==> src/rtl/lottery_pkg.sv <==
package lottery_pkg;

  // Bonus tickets granted to master idx when its boost line is high.
  function automatic int unsigned boost_tickets(input int unsigned idx,
                                                input int unsigned step);
    return (idx + 1) * step;
  endfunction

  function automatic int unsigned max_u(input int unsigned a, input int unsigned b);
    return (a > b) ? a : b;
  endfunction

endpackage

==> src/rtl/lottery_lfsr.sv <==
module lottery_lfsr #(
  parameter int unsigned W    = 8,
  parameter int unsigned TAPS = 32'hB8,
  parameter int unsigned SEED = 1
) (
  input  logic         clk,
  input  logic         rst,
  output logic [W-1:0] rnd_o
);

  logic [W-1:0] state_q;

  always_ff @(posedge clk) begin
    if (rst) begin
      state_q <= W'(SEED);
    end else begin
      state_q <= (state_q >> 1) ^ (state_q[0] ? W'(TAPS) : '0);
    end
  end

  assign rnd_o = state_q;

  // A maximal-length shifter seeded nonzero never reaches the all-zero lock-up state.
  AST_LFSR_NONZERO: assert property (@(posedge clk) disable iff (rst) state_q != '0);

endmodule

==> src/rtl/lottery_tally.sv <==
module lottery_tally
  import lottery_pkg::*;
#(
  parameter int unsigned           N          = 4,
  parameter int unsigned           TKT_W      = 4,
  parameter int unsigned           EFF_W      = 5,
  parameter int unsigned           SUM_W      = 7,
  parameter int unsigned           BOOST_STEP = 2,
  parameter bit                    DYN_TKT    = 1'b1,
  parameter logic [N*TKT_W-1:0]    STATIC_TKT = '0
) (
  input  logic [N-1:0]       req_i,
  input  logic [N*TKT_W-1:0] tkt_i,
  input  logic [N-1:0]       boost_i,
  output logic [N*SUM_W-1:0] sums_o
);

  logic [SUM_W-1:0] masked [N];

  for (genvar gi = 0; gi < N; gi++) begin : g_mst
    localparam int unsigned BONUS = boost_tickets(gi, BOOST_STEP);
    logic [TKT_W-1:0] base;
    logic [EFF_W-1:0] eff;

    if (DYN_TKT) begin : g_dyn
      assign base = tkt_i[gi*TKT_W +: TKT_W];
    end else begin : g_fix
      assign base = STATIC_TKT[gi*TKT_W +: TKT_W];
    end

    assign eff        = EFF_W'(base) + (boost_i[gi] ? EFF_W'(BONUS) : '0);
    assign masked[gi] = req_i[gi] ? SUM_W'(eff) : '0;
  end

  // Running sums in index order; the last one is the masked total.
  always_comb begin
    logic [SUM_W-1:0] acc;
    acc    = '0;
    sums_o = '0;
    for (int i = 0; i < N; i++) begin
      acc = acc + masked[i];
      sums_o[i*SUM_W +: SUM_W] = acc;
    end
  end

endmodule

==> src/rtl/lottery_pick.sv <==
module lottery_pick
  import lottery_pkg::*;
#(
  parameter int unsigned N     = 4,
  parameter int unsigned SUM_W = 7,
  parameter int unsigned RND_W = 8
) (
  input  logic [N-1:0]       req_i,
  input  logic [N*SUM_W-1:0] sums_i,
  input  logic [RND_W-1:0]   rnd_i,
  output logic [N-1:0]       pick_o
);

  localparam int unsigned MW = max_u(SUM_W, RND_W);

  logic [MW-1:0] total;
  logic [MW-1:0] draw;
  logic          hit;
  logic          sole;

  assign total = MW'(sums_i[(N-1)*SUM_W +: SUM_W]);
  assign sole  = ($countones(req_i) == 1);

  always_comb begin
    pick_o = '0;
    draw   = '0;
    hit    = 1'b0;
    if (sole) begin
      pick_o = req_i;
    end else if (total == '0) begin
      // Only zero-ticket requesters (or none): fall back to lowest index.
      for (int i = 0; i < N; i++) begin
        if (!hit && req_i[i]) begin
          pick_o[i] = 1'b1;
          hit       = 1'b1;
        end
      end
    end else begin
      draw = MW'(rnd_i) % total;
      for (int i = 0; i < N; i++) begin
        if (!hit && (draw < MW'(sums_i[i*SUM_W +: SUM_W]))) begin
          pick_o[i] = 1'b1;
          hit       = 1'b1;
        end
      end
    end
  end

endmodule

==> src/rtl/lottery_arbiter.sv <==
module lottery_arbiter
  import lottery_pkg::*;
#(
  parameter int unsigned              N_MST      = 4,
  parameter int unsigned              TKT_W      = 4,
  parameter int unsigned              MAX_XFER   = 4,
  parameter int unsigned              LFSR_W     = 8,
  parameter int unsigned              LFSR_TAPS  = 32'hB8,
  parameter int unsigned              LFSR_SEED  = 1,
  parameter int unsigned              BOOST_STEP = 2,
  parameter bit                       DYN_TKT    = 1'b1,
  parameter logic [N_MST*TKT_W-1:0]   STATIC_TKT = 16'h4321
) (
  input  logic                     clk,
  input  logic                     rst,
  input  logic [N_MST-1:0]         req_i,
  input  logic [N_MST*TKT_W-1:0]   tkt_i,
  input  logic [N_MST-1:0]         boost_i,
  output logic [N_MST-1:0]         gnt_o
);

  localparam int unsigned MAX_EFF = (2**TKT_W - 1) + N_MST * BOOST_STEP;
  localparam int unsigned EFF_W   = $clog2(MAX_EFF + 1);
  localparam int unsigned SUM_W   = $clog2(N_MST * MAX_EFF + 1);
  localparam int unsigned CNT_W   = $clog2(MAX_XFER + 1);

  logic [LFSR_W-1:0]      rnd;
  logic [N_MST*SUM_W-1:0] sums;
  logic [N_MST-1:0]       pick;
  logic [N_MST-1:0]       gnt_q;
  logic [CNT_W-1:0]       cnt_q;
  logic                   tenure_end;
  logic                   redraw;

  lottery_lfsr #(
    .W    (LFSR_W),
    .TAPS (LFSR_TAPS),
    .SEED (LFSR_SEED)
  ) u_lfsr (
    .clk   (clk),
    .rst   (rst),
    .rnd_o (rnd)
  );

  lottery_tally #(
    .N          (N_MST),
    .TKT_W      (TKT_W),
    .EFF_W      (EFF_W),
    .SUM_W      (SUM_W),
    .BOOST_STEP (BOOST_STEP),
    .DYN_TKT    (DYN_TKT),
    .STATIC_TKT (STATIC_TKT)
  ) u_tally (
    .req_i   (req_i),
    .tkt_i   (tkt_i),
    .boost_i (boost_i),
    .sums_o  (sums)
  );

  lottery_pick #(
    .N     (N_MST),
    .SUM_W (SUM_W),
    .RND_W (LFSR_W)
  ) u_pick (
    .req_i  (req_i),
    .sums_i (sums),
    .rnd_i  (rnd),
    .pick_o (pick)
  );

  // The drawing for the next owner is taken in the last cycle of the current tenure.
  assign tenure_end = (cnt_q == CNT_W'(MAX_XFER - 1));
  assign redraw     = ((gnt_q & req_i) == '0) || tenure_end;

  always_ff @(posedge clk) begin
    if (rst) begin
      gnt_q <= '0;
      cnt_q <= '0;
    end else if (redraw) begin
      gnt_q <= pick;
      cnt_q <= '0;
    end else begin
      cnt_q <= cnt_q + CNT_W'(1);
    end
  end

  assign gnt_o = gnt_q;

  AST_GNT_ONEHOT: assert property (@(posedge clk) disable iff (rst)
    $onehot0(gnt_q));

  AST_GNT_FROM_REQ: assert property (@(posedge clk) disable iff (rst)
    (gnt_q != '0) |-> ((gnt_q & $past(req_i)) != '0));

  AST_SOLE_REQ: assert property (@(posedge clk) disable iff (rst)
    (!$past(rst) && $past(redraw) && ($countones($past(req_i)) == 1))
      |-> (gnt_q == $past(req_i)));

  AST_NO_IDLE: assert property (@(posedge clk) disable iff (rst)
    (!$past(rst) && $past(redraw) && ($past(req_i) != '0)) |-> (gnt_q != '0));

  AST_TENURE_CAP: assert property (@(posedge clk) disable iff (rst)
    (cnt_q == CNT_W'(MAX_XFER - 1)) |=> (cnt_q == '0));

  AST_HOLD: assert property (@(posedge clk) disable iff (rst)
    (!$past(rst) && !$past(redraw)) |-> $stable(gnt_q));

endmodule

==> config.mk <==
export PLATFORM = sky130hd
export DESIGN_NAME = lottery_arbiter
export DESIGN_NICKNAME = d
export VERILOG_FILES = /design/src/rtl/lottery_pkg.sv /design/src/rtl/lottery_lfsr.sv /design/src/rtl/lottery_tally.sv /design/src/rtl/lottery_pick.sv /design/src/rtl/lottery_arbiter.sv
export SDC_FILE = /design/constraint.sdc
export NUM_CORES = 1
export LEC_CHECK = 0
export ABC_AREA = 0
export BUFFER_PORTS_ARGS = -buffer_cell sky130_fd_sc_hd__buf_2
export CAP_MARGIN = 20
export CORE_MARGIN = 3
export CORE_UTILIZATION = 45
export CTS_CLUSTER_DIAMETER = 30
export DETAILED_ROUTE_END_ITERATION = 10
export HOLD_SLACK_MARGIN = 0.1
export PLACE_DENSITY_LB_ADDON = 0.2
export SLEW_MARGIN = 20
export SYNTH_ARGS = -nofsm -noshare
export SYNTH_HDL_FRONTEND = slang
export SYNTH_SLANG_ARGS = --single-unit
==> constraint.sdc <==
create_clock -name clk -period 28.7 [get_ports clk]
set_clock_uncertainty 0.1 [all_clocks]
set_input_delay 2.87 -clock clk [delete_from_list [all_inputs] [get_ports clk]]
set_output_delay 2.87 -clock clk [all_outputs]
set_load 0.02 [all_outputs]
# Yosys cells after proc, flatten, opt, wreduce, memory -nomap -nowiden
# Index checks and enable logic that the tools add are counted.
word_totals:
  output_inout_bits: 4
  input_bits: 26
  ff_bits: 15
  word_cells: 74
classes:
  n_bitwise: 2
  eq_ne: 2
  order_cmp: 4
  n_reduce_logical: 16
  n_mux: 35
  div: 1
  addsub: 11
ops:
  columns: ["cell", "n"]
  rows:
  - ["$add 32x32->32", 1]
  - ["$eq 32x2->1 const B", 1]
  - ["$lt 8x7->1", 3]
  - ["$mux 1", 24]
  - ["$add 7x7->7", 3]
  - ["$add 4x5->5", 4]
  - ["$mux 5", 4]
  - ["$mux 4", 3]
  - ["$logic_not 8->1", 1]
  - ["$lt 8x5->1", 1]
  - ["$mod 8x7->8", 1]
  - ["$mux 8", 1]
  - ["$xor 7x8->8", 1]
  - ["$logic_and 1x1->1", 6]
  - ["$logic_not 1->1", 6]
  - ["$mux 3", 2]
  - ["$add 1x1->2", 2]
  - ["$and 4x4->4", 1]
  - ["$logic_not 4->1", 1]
  - ["$add 3x1->3 const B", 1]
  - ["$eq 3x2->1 const B", 1]
  - ["$mux 2", 1]
  - ["$reduce_or 2->1", 1]
  - ["$logic_or 1x1->1", 1]

# Logic depth before layout (Yosys ltp)
logic_depth:
  word_depth: 26
  mapped_depth: 84
  mapped_depth_nobuf: 82

# Cells and area by module
# From an unflattened synthesis, not the netlist that was laid out.
unflattened:
  cells_unflattened: 513
  hier_area_um2: 4209.0
modules_own_cells:
  columns: ["mod", "area_per_inst_um2", "instances", "seq_area_each_um2", "cells_per_inst"]
  rows:
  - ["lottery_pick", 2743.9, 1, 0.0, 356]
  - ["lottery_tally", 894.6, 1, 0.0, 109]
  - ["lottery_arbiter", 341.6, 1, 140.1, 29]
  - ["lottery_lfsr", 229.0, 1, 160.2, 19]

# Worst setup path before layout
# OpenSTA, ideal clock, no wires.
synth_path:
  path_kind: "input to register"
  startpoint: "input tkt_i[1]"
  endpoint: "register gnt_q[0] (netlist: gnt_o[0])"
  setup_ns: 0.088
  required_time_ns: 28.512
  path_slack_ns: 10.070
  path_stages: 77
  arrival_time_ns: 18.441
  cell_sequence: "ha_1 ha_1 nand2_1 inv_1 ha_1 a21o_1 a21oi_1 xnor2_1 ha_1 o21a_1 o21a_1 a21oi_1 ha_1 and3_1 a221oi_2 nor2_1 and4_1 a22oi_2 [41 not listed] o21ai_0 fa_1 a21o_1 a21oi_1 o21bai_1 a21oi_1 o21ai_0 a21oi_1 o21a_1 o21ai_4 a21oi_1 ha_1 a21o_1 a21o_1 a211oi_2 nand3b_2 or3_1 a311oi_2"
synth_via:
  elab_chain_cells: 10
  word_cells_on_any_way: 11
  cone_classes: "add/sub: 4; div: 1; order compare: 1; mux: 4; reduce/logical: 1"
synth_lines:
  columns: ["element", "line_no", "source"]
  rows:
  - ["from (decl)", "lottery_arbiter.sv:17", "input logic [N_MST*TKT_W-1:0] tkt_i,"]
  - ["$add 4x5->5 (*)", "lottery_tally.sv:31", "assign eff = EFF_W'(base) + (boost_i[gi] ? EFF_W'(BONUS) : '0);"]
  - ["$mux 5 (*)", "lottery_tally.sv:32", "assign masked[gi] = req_i[gi] ? SUM_W'(eff) : '0;"]
  - ["$add 7x7->7 (3 in series)", "lottery_tally.sv:41", "acc = acc + masked[i];"]
  - ["$mod 8x7->8", "lottery_pick.sv:39", "draw = MW'(rnd_i) % total;"]
  - ["$lt 8x5->1", "lottery_pick.sv:41", "if (!hit && (draw < MW'(sums_i[i*SUM_W +: SUM_W]))) begin"]
  - ["$mux 1", "lottery_pick.sv:41", null]
  - ["$mux 4 (*)", "lottery_pick.sv:30", "end else if (total == '0) begin"]
  - ["$mux 4 (*)", "lottery_pick.sv:28", "if (sole) begin"]
  - ["to (signal assigned)", "lottery_arbiter.sv:80", "gnt_q <= pick;"]
  - ["to (decl)", "lottery_arbiter.sv:30", "logic [N_MST-1:0] gnt_q;"]
# Mark *: on every way between the ends. The rest lies on a longest branch, timed or not.
# A chain may end at the register's enable or synchronous reset.

# Final worst setup path
layout_path:
  startpoint: "input tkt_i[1]"
  endpoint: "register gnt_q[3] (netlist: gnt_o[3])"
layout_via:
  elab_chain_cells: 25
  word_cells_on_any_way: 29
  cone_classes: "add/sub: 4; div: 1; order compare: 4; mux: 13; reduce/logical: 7"
layout_lines:
  columns: ["element", "line_no"]
  rows:
  - ["$add 4x5->5 (*)", "lottery_tally.sv:31"]
  - ["$mux 5 (*)", "lottery_tally.sv:32"]
  - ["$add 7x7->7 (3 in series)", "lottery_tally.sv:41"]
  - ["$mod 8x7->8", "lottery_pick.sv:39"]
  - ["$lt 8x5->1", "lottery_pick.sv:41"]
  - ["$mux 1", "lottery_pick.sv:41"]
  - ["$mux 1", "lottery_pick.sv:30"]
  - ["$mux 1", "lottery_pick.sv:28"]
  - ["[7 not listed]", null]
  - ["$mux 1", "lottery_pick.sv:41"]
  - ["$mux 1", "lottery_pick.sv:30"]
  - ["$mux 1", "lottery_pick.sv:28"]
  - ["$logic_not 1->1", "lottery_pick.sv:41"]
  - ["$logic_and 1x1->1", "lottery_pick.sv:41"]
  - ["$mux 1", "lottery_pick.sv:41"]
  - ["$mux 4 (*)", "lottery_pick.sv:30"]
  - ["$mux 4 (*)", "lottery_pick.sv:28"]
# Mark *: on every way between the ends. The rest lies on a longest branch, timed or not. The select of a mux whose other input is x is not followed.

==> flow_summary.json <==
{
  "final_layout_size_suffix_gt1_share_pct": 12.4,
  "drtPass1Iterations": 5,
  "core.rowCount": 34,
  "async_flop_share_pct": 0,
  "drv_cap": 0,
  "required_ps": 28740,
  "antenna_left": 0,
  "ys_top_cells_by_area": "ha_1, dfxtp_1, a21oi_1",
  "path_max_fanout": 11,
  "dpl.hpwl_mm": 8.57,
  "grt_max_degree": 16,
  "gp_congestion": 0.824,
  "slew_headroom_pct": 32.7,
  "synth_cells": 542,
  "yosysWarnings": 0,
  "cts.sink_count": 15,
  "tns_ps": 0,
  "wl_mm": 10.4,
  "dp_slack_ps": 7550,
  "cts_setup_buffers": 0,
  "critPathArrivalTime_ps": 21110,
  "n_fill_cell": 892,
  "synth_top_family_by_area": "adder cells",
  "clock_latency_ps": 260,
  "io_buffers": 29,
  "ys.flop_type": "dfxtp_1",
  "setup_viol_count_final": 0,
  "drt_iter0_markers": 212,
  "crit_slowest_cell": "o41ai_1",
  "grt_pass1_vias": 3781,
  "synth_compound_area_share_pct": 26.1,
  "antenna_found_initial": 0,
  "grt_usage_pct": 20.5,
  "path_clk_slew_ps": 70,
  "vias_per_cell": 5.88,
  "critPathMaxStageDelay_ps": 710,
  "h-tree-depth": 1,
  "cts_made_buffers": 3,
  "gr-total-overflow": 0,
  "layout_setup_ws_ps": 7630,
  "synth-edff-count": 0,
  "synthXorXnorAreaFrac_pct": 6.69,
  "synth_fa_ha_area_share_pct": 28.2,
  "cts_tree": "yes",
  "syn-num-nets": 658,
  "synth.area.mux_share_pct": 5.26,
  "post-route-period-util_pct": 73.4,
  "final_common_cell": "ha_1",
  "initial_core_util_pct": 47.1,
  "netlist_area_um2": 4190,
  "status": "complete, no violations",
  "yosysTopAreaCellShare_pct": 25.1,
  "die-area_um2": 10500,
  "num_vias": 3956,
  "drc": 0,
  "yosys.cell_types.count": 70,
  "die_h_um": 102,
  "hold_class": "reg2reg",
  "grt_setup_unrepaired": "no",
  "die_w_um": 102,
  "mostFrequentLayoutCells": "ha_1, nor2_1, a21oi_1",
  "root_buffer": "clkbuf_8",
  "finalMaxSlewViolations": 0,
  "hold_viol": 0,
  "worstMarginPinSlew_ps": 1000,
  "synth-simple-area-share_pct": 21.2,
  "end_kind": "flop",
  "clockBufferDepth": 2,
  "synth_top_area_cell": "ha_1",
  "io-pin-count": 30,
  "core_um2": 8890,
  "fmax_mhz": 47.5,
  "min_period_ps": 21070,
  "critPathKind": "in2reg",
  "cts_resized": 0,
  "area_growth_pct": 6.63,
  "grt_pass1_wl_mm": 17.6,
  "cp-start-kind": "primary input",
  "holdBufCountCts": 0,
  "diodes": 0,
  "critPathMostFrequentCell": "a21oi_1",
  "nNetsFinal": 682,
  "wl_per_cell_um": 15.4,
  "ys_seq_elements": 15,
  "yosysSeqAreaShare_pct": 7.17,
  "syn_area_per_cell_um2": 7.73
}
flip-flops by register name, summed over array words and instances (netlist names):
register / count
gnt_o: 4
cnt_q: 3
u_lfsr.rnd_o: 8
final timing paths:
path | slack [ps] | start | end | cells past startpoint
max reg2reg | 13850 | u_lfsr.rnd_o[7] | gnt_o[3] | 57
min reg2reg | 330 | cnt_q[0] | cnt_q[0] | 1
min | 330 | cnt_q[0] | cnt_q[0] | 1
max | 7630 | tkt_i[1] | gnt_o[3] | 77
cell type report:
cell class | instances | area (um2) | area share, %
multi-input combinational | 471 | 3670 | 82.1
tap | 108 | 135 | 3.02
inverter | 46 | 173 | 3.86
clock buffer | 4 | 45.0 | 1.01
timing repair buffer | 29 | 145 | 3.25
sequential | 15 | 300 | 6.72
synthesized netlist by cell type (7+ instances only):
cell / n
nand2_1: 35
a21oi_1: 51
o21a_1: 11
nand2b_1: 7
nand3_1: 10
and2_1: 16
dfxtp_1: 15
nor3_1: 9
mux2_2: 12
xnor2_1: 21
nor2b_1: 8
ha_1: 84
and3_1: 7
inv_1: 46
nor2_1: 55
clkbuf_1: 8
o21ai_0: 23
xor2_1: 11
a21o_1: 17
through the flow:
step | hold WS (ps) | util, % | instances | cell area (um2)
global placement | 308 | 49.7 | 669 | 4420
global route | 358 | 50.3 | 673 | 4470
floorplan | 298 | - | 542 | 4190
finish | 330 | 50.3 | 673 | 4470
detailed placement | 320 | 49.7 | 669 | 4420
CTS | 331 | 50.3 | 673 | 4470
worst max-delay path, delay by kind of cell:
kind            cells  cell delay, ps
compound gates     42            9150
fa+ha+maj          14            4420
simple gates       15            3090
mux                 3            1190
xor+xnor            1             200
buf+inv             2             150
kinds of logic after synthesis:
logic type,after synthesis
adder cells (fa/ha/maj),91
buffers and inverters,56
multiplexers,19
flip-flops,15
AND/OR/NAND/NOR,175
AO/OA/AOI/OAI,154
XOR/XNOR,32
routing by layer:
layer	track usage, %	share of wire (%)
met4	4.24	0.89
met2	34.1	45
met3	1.35	3.3
met1	29.3	50
met5	0	0
Power is not shown: default switching activity piles up to over one toggle a cycle in this logic, so the estimate is an artifact.
